===== src/rtl/sem_cell_pkg.sv =====
package sem_cell_pkg;

    typedef enum logic [2:0] {
        VW_RAW   = 3'd0,
        VW_CTRL  = 3'd1,
        VW_QWAIT = 3'd2,
        VW_QTRY  = 3'd3,
        VW_SWAIT = 3'd4,
        VW_STRY  = 3'd5
    } view_e;

    localparam int TAG_E_BIT    = 0;
    localparam int TAG_F_BIT    = 1;
    localparam int TAG_T_BIT    = 16;
    localparam int TAG_KIND_BIT = 17;

    typedef struct packed {
        logic raw;
        logic ctl;
        logic queue;
        logic sem;
        logic hold;
    } view_dec_t;

endpackage


===== src/rtl/sem_cell_decode.sv =====
module sem_cell_decode
    import sem_cell_pkg::*;
(
    input  logic [2:0] view_i,
    output view_dec_t  dec_o
);

    always_comb begin
        dec_o = '0;
        case (view_i)
            VW_RAW:   dec_o.raw   = 1'b1;
            VW_CTRL:  dec_o.ctl   = 1'b1;
            VW_QWAIT: begin dec_o.queue = 1'b1; dec_o.hold = 1'b1; end
            VW_QTRY:  dec_o.queue = 1'b1;
            VW_SWAIT: begin dec_o.sem = 1'b1; dec_o.hold = 1'b1; end
            VW_STRY:  dec_o.sem   = 1'b1;
            default:  dec_o = '0;
        endcase
    end

endmodule


===== src/rtl/sem_cell_wake.sv =====
module sem_cell_wake #(
    parameter int ID_W = 3,
    localparam int NREQ = 1 << ID_W
) (
    input  logic            clk,
    input  logic            rst_n,
    input  logic            give_i,
    input  logic            park_i,
    input  logic [ID_W-1:0] park_id_i,
    output logic [NREQ-1:0] wake_o
);

    typedef struct packed {
        logic [NREQ-1:0] mask;
        logic [NREQ-1:0] wake;
    } wake_st_t;

    wake_st_t st_d, st_q;

    always_comb begin
        st_d      = st_q;
        st_d.wake = give_i ? st_q.mask : '0;
        if (give_i) begin
            st_d.mask = '0;
        end
        if (park_i) begin
            st_d.mask[park_id_i] = 1'b1;
        end
    end

    always_ff @(posedge clk or negedge rst_n) begin
        if (!rst_n) begin
            st_q <= '0;
        end else begin
            st_q <= st_d;
        end
    end

    assign wake_o = st_q.wake;


    wake_after_give_chk: assert property (@(posedge clk) disable iff (!rst_n)
        (|wake_o) |-> $past(give_i));


    park_recorded_chk: assert property (@(posedge clk) disable iff (!rst_n)
        park_i |=> st_q.mask[$past(park_id_i)]);

endmodule


===== src/rtl/sem_cell.sv =====
module sem_cell
    import sem_cell_pkg::*;
#(
    parameter int CNT_W   = 16,
    parameter int DATA_W  = 32,
    parameter int ID_W    = 3,
    parameter bit IS_FIFO = 1'b0,
    localparam int NREQ   = 1 << ID_W
) (
    input  logic              clk,
    input  logic              rst_n,
    input  logic              put_valid_i,
    input  logic [2:0]        put_view_i,
    input  logic [DATA_W-1:0] put_wdata_i,
    input  logic              get_valid_i,
    input  logic [2:0]        get_view_i,
    input  logic [ID_W-1:0]   get_id_i,
    output logic              rsp_valid_o,
    output logic [DATA_W-1:0] rsp_data_o,
    output logic              rsp_stall_o,
    output logic [NREQ-1:0]   wake_o
);

    localparam logic [CNT_W-1:0] CNT_MAX = {CNT_W{1'b1}};

    typedef struct packed {
        logic [CNT_W-1:0]  cnt;
        logic              e;
        logic              f;
        logic              t;
        logic              rsp_v;
        logic              rsp_stall;
        logic [DATA_W-1:0] rsp_data;
    } cell_st_t;

    cell_st_t  st_d, st_q;
    view_dec_t pdec, gdec;
    logic      give, park;
    logic      unused_bits;

    sem_cell_decode u_put_dec (.view_i(put_view_i), .dec_o(pdec));
    sem_cell_decode u_get_dec (.view_i(get_view_i), .dec_o(gdec));

    assign unused_bits = ^{put_wdata_i, pdec.raw, pdec.queue, pdec.hold, gdec.queue};

    always_comb begin
        st_d           = st_q;
        give           = 1'b0;
        park           = 1'b0;
        st_d.rsp_v     = get_valid_i;
        st_d.rsp_stall = 1'b0;
        st_d.rsp_data  = '0;
        // put stage first: fixed priority over the get
        if (put_valid_i) begin
            if (pdec.ctl) begin
                st_d.t = put_wdata_i[TAG_T_BIT];
                st_d.e = put_wdata_i[TAG_E_BIT];
                st_d.f = put_wdata_i[TAG_F_BIT];
            end
            if (pdec.sem && !IS_FIFO) begin
                give = 1'b1;
                if (st_q.cnt != CNT_MAX) begin
                    st_d.cnt = st_q.cnt + 1'b1;
                end
            end
        end
        // get stage sees the post-put state
        if (get_valid_i) begin
            if (gdec.raw) begin
                st_d.rsp_data = DATA_W'(st_d.cnt);
            end else if (gdec.ctl) begin
                st_d.rsp_data[TAG_E_BIT]    = st_d.e;
                st_d.rsp_data[TAG_F_BIT]    = st_d.f;
                st_d.rsp_data[TAG_T_BIT]    = st_d.t;
                st_d.rsp_data[TAG_KIND_BIT] = IS_FIFO;
            end else if (gdec.sem && !IS_FIFO) begin
                if (st_d.cnt != '0) begin
                    st_d.rsp_data = DATA_W'(st_d.cnt);
                    st_d.cnt      = st_d.cnt - 1'b1;
                end else if (gdec.hold) begin
                    st_d.rsp_stall = 1'b1;
                    park           = 1'b1;
                end
            end
        end
    end

    always_ff @(posedge clk or negedge rst_n) begin
        if (!rst_n) begin
            st_q <= '0;
        end else begin
            st_q <= st_d;
        end
    end

    sem_cell_wake #(.ID_W(ID_W)) u_wake (
        .clk       (clk),
        .rst_n     (rst_n),
        .give_i    (give),
        .park_i    (park),
        .park_id_i (get_id_i),
        .wake_o    (wake_o)
    );

    assign rsp_valid_o = st_q.rsp_v;
    assign rsp_data_o  = st_q.rsp_data;
    assign rsp_stall_o = st_q.rsp_stall;


    sat_hold_chk: assert property (@(posedge clk) disable iff (!rst_n)
        (put_valid_i && pdec.sem && st_q.cnt == CNT_MAX && !get_valid_i) |=> st_q.cnt == CNT_MAX);


    stall_zero_chk: assert property (@(posedge clk) disable iff (!rst_n)
        rsp_stall_o |-> (rsp_valid_o && rsp_data_o == '0 && st_q.cnt == '0));


    idle_stable_chk: assert property (@(posedge clk) disable iff (!rst_n)
        (!put_valid_i && !get_valid_i) |=> $stable(st_q.cnt));


    kind_nostall_chk: assert property (@(posedge clk) disable iff (!rst_n)
        (IS_FIFO && rsp_valid_o) |-> !rsp_stall_o);

endmodule


===== config.mk =====
export PLATFORM = sky130hd
export DESIGN_NAME = sem_cell
export DESIGN_NICKNAME = d
export VERILOG_FILES = /design/src/rtl/sem_cell_pkg.sv /design/src/rtl/sem_cell_decode.sv /design/src/rtl/sem_cell_wake.sv /design/src/rtl/sem_cell.sv
export SDC_FILE = /design/constraint.sdc
export NUM_CORES = 1
export LEC_CHECK = 0
export ABC_AREA = 1
export BUFFER_PORTS_ARGS = -buffer_cell sky130_fd_sc_hd__buf_2
export CAP_MARGIN = 10
export CORE_ASPECT_RATIO = 0.9
export CORE_MARGIN = 4
export CORE_UTILIZATION = 55
export CTS_BUF_LIST = sky130_fd_sc_hd__clkbuf_4
export DETAILED_ROUTE_END_ITERATION = 10
export GPL_TIMING_DRIVEN = 1
export PLACE_DENSITY = 0.85
export SLEW_MARGIN = 20
export SYNTH_ARGS = -nofsm -noshare
export SYNTH_HDL_FRONTEND = slang
export SYNTH_HIERARCHICAL = 1
export SYNTH_SLANG_ARGS = --single-unit
export TNS_END_PERCENT = 30

===== constraint.sdc =====
create_clock -name clk -period 5.7 [get_ports clk]
set_input_delay 0 -clock clk [delete_from_list [all_inputs] [get_ports clk]]
set_output_delay 0 -clock clk [all_outputs]
set_load 0.05 [all_outputs]

==> results of run 1 <==
## state kept, by name, indices dropped and copies added, names as in the netlist
register and count:
rsp_data_o 17, u_wake/st_q 8, u_wake/wake_o 8, rsp_valid_o 1
st_q 19, rsp_stall_o 1
## cell usage in the layout, fill, tap and decap left out, types with 12 or more instances in the layout
master         instances
dlygate4sd3_1         14
buf_2                 42
dfrtp_1               54
nand4_1               14
nor2_1                37
nor2_2                12
nand3_1               25
conb_1                15
nand2_1               92
inv_1                 57
## stage by stage
step                instances  instance area [um^2]
floorplan                 423                  3290
CTS                       512                  3430
detailed placement        490                  3230
finish                    512                  3430
global route              512                  3430
global placement          490                  3230
## final cells by class
| class | count | area [um^2] |
|---|---|---|
| repair buffers | 57 | 358 |
| flip-flops and latches | 54 | 1350 |
| inverters | 64 | 245 |
| multi-input cells | 259 | 1330 |
| clock inverters | 3 | 25.0 |
| well taps | 70 | 87.6 |
| clock buffers | 5 | 37.5 |
| fillers | 475 | 2260 |
## worst max-delay path, cell delays in order, from the launching register on
cell and delay [ns]:
dfrtp_1 0.42, ha_1 0.23, nand2_2 0.09, nor2_2 0.14, nand4_2 0.47, nand2_1 0.24, nand2_1 0.10, nand2_2 0.10
ha_1 0.15, inv_1 0.06, a21oi_2 0.13, nand3_1 0.18, nor2_4 0.15, nand2_4 0.09, nor2_1 0.21, nand2_1 0.13
clkinv_1 0.09, nand2_1 0.05, dlygate4sd3_1 0.56, nand2_1 0.06
## layer usage
metal  part of all wire [%]  track usage [%]  vias to the layer above
met1                     43             26.0                     1201
met3                    5.8             4.87                       13
met4                    1.3             7.85                        0
met2                     49             33.3                       83
li1                       -                -                     1268
met5                      0                0                        -
## where the power goes
group / total [mW] / internal, mW / switching, mW
Combinational: 0.294 / 0.0844 / 0.209
Sequential: 0.457 / 0.422 / 0.0343
Clock: 0.183 / 0.0505 / 0.132
Total: 0.933 / 0.557 / 0.376
## timing repair
action,in CTS,in global routing
endpoints found under the hold margin,71,0
hold buffers,14,0
setup endpoints to repair,0,0
## how the worst max path moves through the flow
stage | end | slack, ns | cells past startpoint
global route | u_wake/st_q[13] | 1.72 | 19
global placement | u_wake/st_q[8] | 2.67 | 18
detailed placement | u_wake/st_q[8] | 2.57 | 18
floorplan | st_q[37] | 3.26 | 17
finish | u_wake/st_q[13] | 2.01 | 19
CTS | u_wake/st_q[13] | 2.05 | 19
==> impl_metrics.csv, run 1 <==
group,metric,value,unit
critical_path,worstSetupStartpoint,"st_q[37]",
critical_path,crit_path_max_fanout,21,
critical_path,number_of_cell_instances_on_the_worst_register_to_register_path,19,
timing,slew-limit-headroom,37.6,%
grt,grt_pass1_vias,2535,
synthesis,yosys_warnings,6,
grt,global_route.usage.total,20.3,%
floorplan,core.rowCount,26,
timing,timing.final.crit_share,64.7,%
timing,layout_min_cycle_time,3.69,ns
power_and_ir_drop,power_per_cell_area,272,nW/um^2
synthesis,syn_area_per_cell,7.90,um^2
detailed_routing,post_drt_wl_per_cell,12.9,um
status,status,"finished, final reports clean",
grt,grt_pass1_wl,11300,um
place,place_worst_setup_slack,2.57,ns
grt,grt_max_degree,55,
critical_path,worst-setup-path-type,"flip-flop to flip-flop",
place,routabilityCongestion,0.889,
hold_path,worstHoldPathCells,4,
floorplan,initial_core_util,56.8,%
critical_path,cp-start-kind,"flip-flop",
layout,drive_above_1_share,21.0,%
clock_tree,clock_insertion_delay_at_the_later_pin_of_the_skew_report,0.40,ns
timing,setup_viol_count_final,0,
clock_tree,tritoncts,"built",
clock_tree,cts-buffers-inserted,5,
clock_tree,ctsRootBufferMaster,"clkbuf_4",
clock_tree,clk_transition_reported_paths,0.17,ns
timing,grt_setup_unrepaired,"no",
detailed_routing,drc,0,
clock_tree,post_cts_buffers,0,
timing,tightest_slew,0.934,ns
synthesis,syn_area,3230,um^2
clock_tree,post_cts.resized_instances,0,
layout,syn_to_final_growth,6.23,%
timing,finalHoldWorstSlack,0.0857,ns
hold_path,worstHoldEndpoint,"rsp_data_o[15]",
timing,timing_max_transition_violations_final,0,
timing,setup_total_negative_slack,0,ns
layout,n_antenna_cell,0,
timing,skew,0.0271,ns
detailed_routing,vias_per_cell,5.01,
clock_tree,htree_num_levels,2,
hold_path,hold_path_startpoint,"put_valid_i",
hold_path,hold_path_class,"primary input to flip-flop",
flow_run,maxCapViolCount,0,
detailed_routing,via_count,2565,
floorplan,core_region_area,5690,um^2
grt,grt_antenna_before_repair,0,
clock_tree,cts.sink_count,54,
critical_path,critical_path_arrival,4.04,ns
detailed_routing,dr.pass1.iters,4,
layout,layout.core_utilization,60.3,%
critical_path,rr_endpoint,"u_wake/st_q[13]",
synthesis,syn-instance-count,409,
place,portBuffers,42,
power_and_ir_drop,totalPowerFinal,0.933,mW
floorplan,chipHeight,80.7,um
critical_path,end_kind,"flip-flop",
floorplan,die-width,88.8,um
power_and_ir_drop,vdd.ir_drop.worst,0.155,mV
layout,layout.nets,489,
timing,final-hold-violation-count,0,
power_and_ir_drop,cellLeakagePower,1.89,nW
detailed_routing,ant_nets,0,
detailed_routing,postRouteWirelength,6620,um
critical_path,setup.reg_to_reg.worst_slack,2.01,ns
floorplan,dieArea,7170,um^2
critical_path,cp.required,6.05,ns
critical_path,startpoint_of_the_most_critical_register_to_register_path,"st_q[37]",
timing,max_freq,271,MHz
timing,timing.final.ws_setup,2.01,ns
clock_tree,max-clock-path-buffers,2,
place,total_half_perimeter_wirelength_after_legalization_and_detailed_placement,4720,um
floorplan,num_io_pins,87,
grt,grt_overflow,0,
detailed_routing,drt_first_iter_violations,165,
(Power assumes the default switching activity.)
==> run 2: changes to the inputs <==
--- a/config.mk
+++ b/config.mk
@@ -5,7 +5,7 @@
 export SDC_FILE = /design/constraint.sdc
 export NUM_CORES = 1
 export LEC_CHECK = 0
-export ABC_AREA = 1
+export ABC_AREA = 0
 export BUFFER_PORTS_ARGS = -buffer_cell sky130_fd_sc_hd__buf_2
 export CAP_MARGIN = 10
 export CORE_ASPECT_RATIO = 0.9
==> constraint.sdc (replaced) <==
create_clock -name clk -period 3.41 [get_ports clk]
set_input_delay 0 -clock clk [delete_from_list [all_inputs] [get_ports clk]]
set_output_delay 0 -clock clk [all_outputs]
set_load 0.05 [all_outputs]
==> run 2 against run 1 <==
Cell count decreased by 17%. Design area rose by 3.6%. Setup slack got worse by 1.9 ns. Sequential power increased by 92%. Sequential share of layout area down 1.3 points. Area after synthesis shrank 0.27%. Routed wire length up 6.7%. Hold slack lost 0.066 ns. Combinational power increased to 2.9 times the previous value. Utilization rose by 2.2 points. Clock-buffer cell count unchanged. Largest cell class is now multi-input combinational cells. Largest power group unchanged.
==> impl_metrics.csv, run 2 <==
group,metric,value,unit
status,status,"finished, final reports clean",
clock_tree,clock_insertion_delay_at_the_later_pin_of_the_skew_report,0.39,ns
timing,setup_total_negative_slack,0,ns
grt,grt_antenna_before_repair,0,
layout,most_frequent_standard_cell_in_the_layout_excluding_fill_and_tap_cells,"dfrtp_1",
floorplan,core_region_area,5690,um^2
power_and_ir_drop,cellLeakagePower,1.62,nW
synthesis,syn_area,3220,um^2
floorplan,num_io_pins,87,
timing,final-hold-violation-count,0,
timing,skew,0.0149,ns
layout,drive_above_1_share,29.9,%
detailed_routing,drc,0,
detailed_routing,met3WireLength,468,um
timing,slew-limit-headroom,52.4,%
power_and_ir_drop,vdd.ir_drop.worst,0.298,mV
synthesis,yosys_warnings,6,
critical_path,worstSetupStartpoint,"st_q[42]",
hold_path,hold_path_class,"primary input to flip-flop",
detailed_routing,ant_nets,0,
detailed_routing,dr.pass1.iters,5,
clock_tree,max-clock-path-buffers,2,
power_and_ir_drop,comb_power_share,41.9,%
timing,grt_setup_unrepaired,"no",
clock_tree,clk_transition_reported_paths,0.16,ns
timing,max_freq,306,MHz
grt,grt_pass1_wl,11100,um
clock_tree,htree_num_levels,2,
floorplan,core.rowCount,26,
critical_path,critical_path_arrival,3.58,ns
timing,setup_viol_count_final,0,
critical_path,worst-setup-path-type,"flip-flop to flip-flop",
layout,n_antenna_cell,0,
critical_path,crit_path_max_fanout,6,
layout,layout.nets,402,
detailed_routing,postRouteWirelength,7060,um
clock_tree,cts-buffers-inserted,5,
detailed_routing,top_layer,"met4",
power_and_ir_drop,internal_power,1.15,mW
place,portBuffers,42,
grt,grt_overflow,0,
floorplan,initial_core_util,56.6,%
timing,tightest_slew,0.707,ns
detailed_routing,via_count,2443,
timing,layout_min_cycle_time,3.27,ns
power_and_ir_drop,power_switching_share,43.8,%
critical_path,cp.required,3.72,ns
timing,timing.final.crit_share,95.9,%
floorplan,dieArea,7150,um^2
clock_tree,cts.sink_count,54,
grt,grt_pass1_vias,2229,
timing,timing_max_transition_violations_final,0,
floorplan,die-width,88.7,um
power_and_ir_drop,total_switching_power,0.899,mW
critical_path,startpoint_of_the_most_critical_register_to_register_path,"st_q[42]",
flow_run,maxCapViolCount,0,
floorplan,chipHeight,80.6,um
detailed_routing,drt_first_iter_violations,176,
power_and_ir_drop,seq_power_share,42.7,%
power_and_ir_drop,clock_network_power_share,15.4,%
place,routabilityCongestion,1.01,
layout,syn_to_final_growth,10.3,%
clock_tree,tritoncts,"built",
grt,global_route.usage.total,20.3,%
layout,layout.cells.most_common_list,"dfrtp_1, buf_2, nand2_1",
synthesis,syn_area_per_cell,10.4,um^2
critical_path,end_kind,"flip-flop",
layout,max_ffs_per_register,19,
clock_tree,ctsRootBufferMaster,"clkbuf_4",
timing,finalHoldWorstSlack,0.0201,ns
layout,reg_with_most_ffs,"st_q",
hold_path,hold_path_startpoint,"get_view_i[2]",
detailed_routing,vias_per_cell,5.75,
grt,grt_max_degree,38,
detailed_routing,drt-met1-wl,2960,um
detailed_routing,post_drt_wl_per_cell,16.6,um
synthesis,syn-instance-count,310,
place,total_half_perimeter_wirelength_after_legalization_and_detailed_placement,4950,um
critical_path,cp-start-kind,"flip-flop",
power_and_ir_drop,power_per_cell_area,577,nW/um^2
detailed_routing,met2WireLength,3540,um
==> run 2: cell count changes in the layout (fill, tap and decap cells not counted), moves of 16 or more <==
cell     previous run  this run
inv_1              57        12
nand2_1            92        23
nor2_1             37        11
buf_4               1        17
nand3_1            25         7
==> run 2: path summary, 6_finish.rpt <==
path	slack (ns)	endpoint	cells past startpoint
setup / recovery	0.14	st_q[38]	11
hold / removal	0.02	rsp_data_o[16]	3
setup reg to reg	0.14	st_q[38]	11
hold reg to reg	0.51	u_wake/wake_o[1]	1
max in group asynchronous	2.55	st_q[43]	3
min in group asynchronous	0.06	rsp_data_o[13]	2
==> run 2: worst max-delay path, cell delays in order (launching register included) <==
cell and delay (ns):
dfrtp_1 0.56, nand4_4 0.22, o41ai_4 0.53, mux2i_2 0.33
ha_1 0.22, inv_1 0.09, a2111oi_4 0.34, buf_4 0.19
nand3_4 0.11, o21ai_4 0.25, buf_4 0.16, mux2i_1 0.20
==> run 2: timing repair <==
action,in CTS,in global routing
setup buffers,0,3
hold buffers,9,1
endpoints found under the hold margin,32,1
endpoints found under the setup margin,0,22
gates resized for setup,0,7
==> run 2: through the flow <==
step,util [%],instance area [um^2],std cells,power (mW),worst slack [ns]
2_1_floorplan,-,3280,324,1.45,0.286
3_3_place_gp,58.7,3340,404,1.60,0.251
3_5_place_dp,58.7,3340,404,1.64,0.150
4_1_cts,61.4,3500,421,1.96,0.103
5_1_grt,62.5,3560,425,2.16,0.0177
6_report,62.5,3560,425,2.05,0.141
==> run 2: power by group through the flow <==
stage | clock network [mW] | logic, mW | registers, mW
after floorplan | 0 | 0.627 | 0.824
after global placement | 0 | 0.741 | 0.861
after detailed placement | 0 | 0.766 | 0.871
after CTS | 0.318 | 0.783 | 0.862
after global routing | 0.347 | 0.930 | 0.886
final | 0.316 | 0.861 | 0.876
==> run 2: layer usage <==
metal / track usage (%) / up-vias
met4: 5.14 / 0
met3: 3.18 / 11
met5: 0 / -
li1: - / 1137
met1: 28.0 / 1172
met2: 32.9 / 123
==> run 2: final cells by class <==
| type | count | area [um^2] |
|---|---|---|
| Timing Repair Buffer | 70 | 458 |
| Multi-Input combinational cell | 211 | 1550 |
| Inverter | 12 | 45.0 |
| Tap cell | 70 | 87.6 |
| Sequential cell | 54 | 1350 |
| Clock inverter | 3 | 28.8 |
| Clock buffer | 5 | 37.5 |
| Fill cell | 431 | 2140 |
==> run 3: changes to the inputs <==
==> constraint.sdc (replaced) <==
create_clock -name clk -period 3.45 [get_ports clk]
set_input_delay 0 -clock clk [delete_from_list [all_inputs] [get_ports clk]]
set_output_delay 0 -clock clk [all_outputs]
set_load 0.05 [all_outputs]
==> run 3 against run 2 <==
Largest power group unchanged. Clock skew grew 0.0042 ns. Critical path depth grew 1. Utilization shrank 0.37 points. Register-to-register slack gained 0.06 ns. Fmax grew 0.50%. Setup slack gained 0.056 ns. Die area is the same. Design area shrank 0.60%. Non-clock buffer count shrank 2.
==> impl_metrics.csv, run 3 (synthesized netlist as in run 2, its figures left out) <==
group,metric,value,unit
critical_path,worst-path-stages,12,
clock_tree,cts-buffers-inserted,5,
clock_tree,clock_insertion_delay_at_the_later_pin_of_the_skew_report,0.40,ns
layout,syn_to_final_growth,9.66,%
clock_tree,htree_num_levels,2,
critical_path,worst-path-buf-inv,1,
critical_path,worstSetupStartpoint,"st_q[38]",
critical_path,cp.required,3.78,ns
hold_path,worstHoldEndpoint,"st_q[34]",
layout,layout.cells.most_common_list,"dfrtp_1, buf_2, nand2_1",
grt,grt_max_degree,55,
flow_run,maxCapViolCount,0,
detailed_routing,vias_per_cell,5.82,
place,routabilityCongestion,0.970,
critical_path,startpoint_of_the_most_critical_register_to_register_path,"st_q[38]",
hold_path,worstHoldPathCells,3,
status,status,"finished, final reports clean",
floorplan,chipHeight,80.6,um
detailed_routing,dr.pass1.iters,5,
floorplan,initial_core_util,56.6,%
critical_path,worst-setup-path-type,"flip-flop to flip-flop",
timing,max_freq,307,MHz
grt,global_route.usage.total,19.5,%
detailed_routing,post_drt_wl_per_cell,15.9,um
floorplan,core_region_area,5690,um^2
place,total_half_perimeter_wirelength_after_legalization_and_detailed_placement,4860,um
critical_path,setup.reg_to_reg.worst_slack,0.20,ns
power_and_ir_drop,cellLeakagePower,1.61,nW
layout,most_frequent_standard_cell_in_the_layout_excluding_fill_and_tap_cells,"dfrtp_1",
timing,layout_min_cycle_time,3.25,ns
hold_path,hold_path_class,"primary input to flip-flop",
power_and_ir_drop,power_per_cell_area,561,nW/um^2
detailed_routing,drc,0,
detailed_routing,postRouteWirelength,6720,um
layout,reg_with_most_ffs,"st_q",
timing,setup_viol_count_final,0,
timing,tightest_slew,0.666,ns
critical_path,timing.critical_path.cells,"ha_2 > nand4_4 > o41ai_4 > mux2i_2 > ha_1 > inv_1 > a2111oi_4 > and3_4 > nand2_1 > nor2_2 > nand2b_1 > o32ai_2",
hold_path,hold_path_startpoint,"put_valid_i",
critical_path,critical_path.slowest_cell,"dfrtp_2",
floorplan,num_io_pins,87,
timing,skew,0.0192,ns
timing,grt_setup_unrepaired,"no",
place,portBuffers,42,
clock_tree,max-clock-path-buffers,2,
detailed_routing,drt_first_iter_violations,202,
timing,timing_max_transition_violations_final,0,
critical_path,critical_path_arrival,3.58,ns
critical_path,cp-start-kind,"flip-flop",
layout,drive_above_1_share,29.2,%
clock_tree,clk_transition_reported_paths,0.18,ns
detailed_routing,ant_nets,0,
detailed_routing,via_count,2461,
clock_tree,cts.sink_count,54,
floorplan,dieArea,7150,um^2
grt,grt_overflow,0,
timing,finalHoldWorstSlack,0.0245,ns
critical_path,crit_path_max_fanout,5,
timing,setup_total_negative_slack,0,ns
critical_path,cpLargestDelayFamily,"compound AO/OA/AOI/OAI gates",
place,numPlacedInstances,401,
floorplan,core.rowCount,26,
timing,slew-limit-headroom,55.6,%
clock_tree,ctsRootBufferMaster,"clkbuf_4",
critical_path,rr_endpoint,"u_wake/st_q[8]",
grt,grt_antenna_before_repair,0,
power_and_ir_drop,totalPowerFinal,1.98,mW
clock_tree,tritoncts,"built",
grt,grt_pass1_wl,10800,um
layout,n_antenna_cell,0,
grt,grt_pass1_vias,2292,
timing,final-hold-violation-count,0,
critical_path,critical-path-max-stage-delay,0.45,ns
power_and_ir_drop,vdd.ir_drop.worst,0.295,mV
layout,finalNonFillerCells,423,
critical_path,end_kind,"flip-flop",
critical_path,number_of_cell_instances_on_the_worst_register_to_register_path,12,
floorplan,die-width,88.7,um
timing,timing.final.crit_share,94.3,%
layout,max_ffs_per_register,19,
layout,layout.nets,400,
==> run 3: where the power goes <==
group | leakage [nW] | switching [mW] | total (mW) | internal [mW]
logic | 0.856 | 0.512 | 0.808 | 0.296
clock network | 0.0377 | 0.228 | 0.317 | 0.0891
registers | 0.719 | 0.132 | 0.857 | 0.726
total | 1.61 | 0.872 | 1.98 | 1.11
==> run 3: area by class of cell <==
cell class | instances | area [um^2]
fillers | 434 | 2160
multi-input cells | 211 | 1540
flip-flops and latches | 54 | 1350
repair buffers | 68 | 445
well taps | 70 | 87.6
inverters | 12 | 45.0
clock buffers | 5 | 37.5
clock inverters | 3 | 28.8
==> run 3: how the worst max path moves through the flow <==
stage / to / slack (ns)
after CTS: u_wake/st_q[8] / 0.06
final: u_wake/st_q[8] / 0.20
after global placement: u_wake/st_q[9] / 0.24
after floorplan: u_wake/st_q[8] / 0.33
after detailed placement: u_wake/st_q[9] / 0.12
after global routing: u_wake/st_q[9] / 0.05
==> run 3: repair_timing <==
item / CTS / global route
endpoints found under the setup margin: 0 / 21
setup buffers: 0 / 3
hold buffers: 11 / 0
hold endpoints to repair: 69 / 0
resized for setup: 0 / 6
==> run 3: per-stage QoR <==
step	util, %	setup WS (ns)	instance area [um^2]
6_report	62.1	0.198	3540
5_1_grt	62.1	0.0541	3540
4_1_cts	61.4	0.0617	3490
3_5_place_dp	58.3	0.116	3320
3_3_place_gp	58.3	0.238	3320
2_1_floorplan	-	0.326	3280
==> run 3: routing by layer <==
metal	global-route usage, %	wire, um	vias up	share of wire [%]
met5	0	0	-	0
met4	6.65	112	0	1.7
met2	31.5	3190	123	47
met1	25.9	2930	1192	44
met3	3.59	496	13	7.4
li1	-	-	1133	-
==> run 3: tightest hold or removal path, stage by stage <==
cell	delay (ns)
buf_2	0.12
nand2_1	0.12
mux2_2	0.18
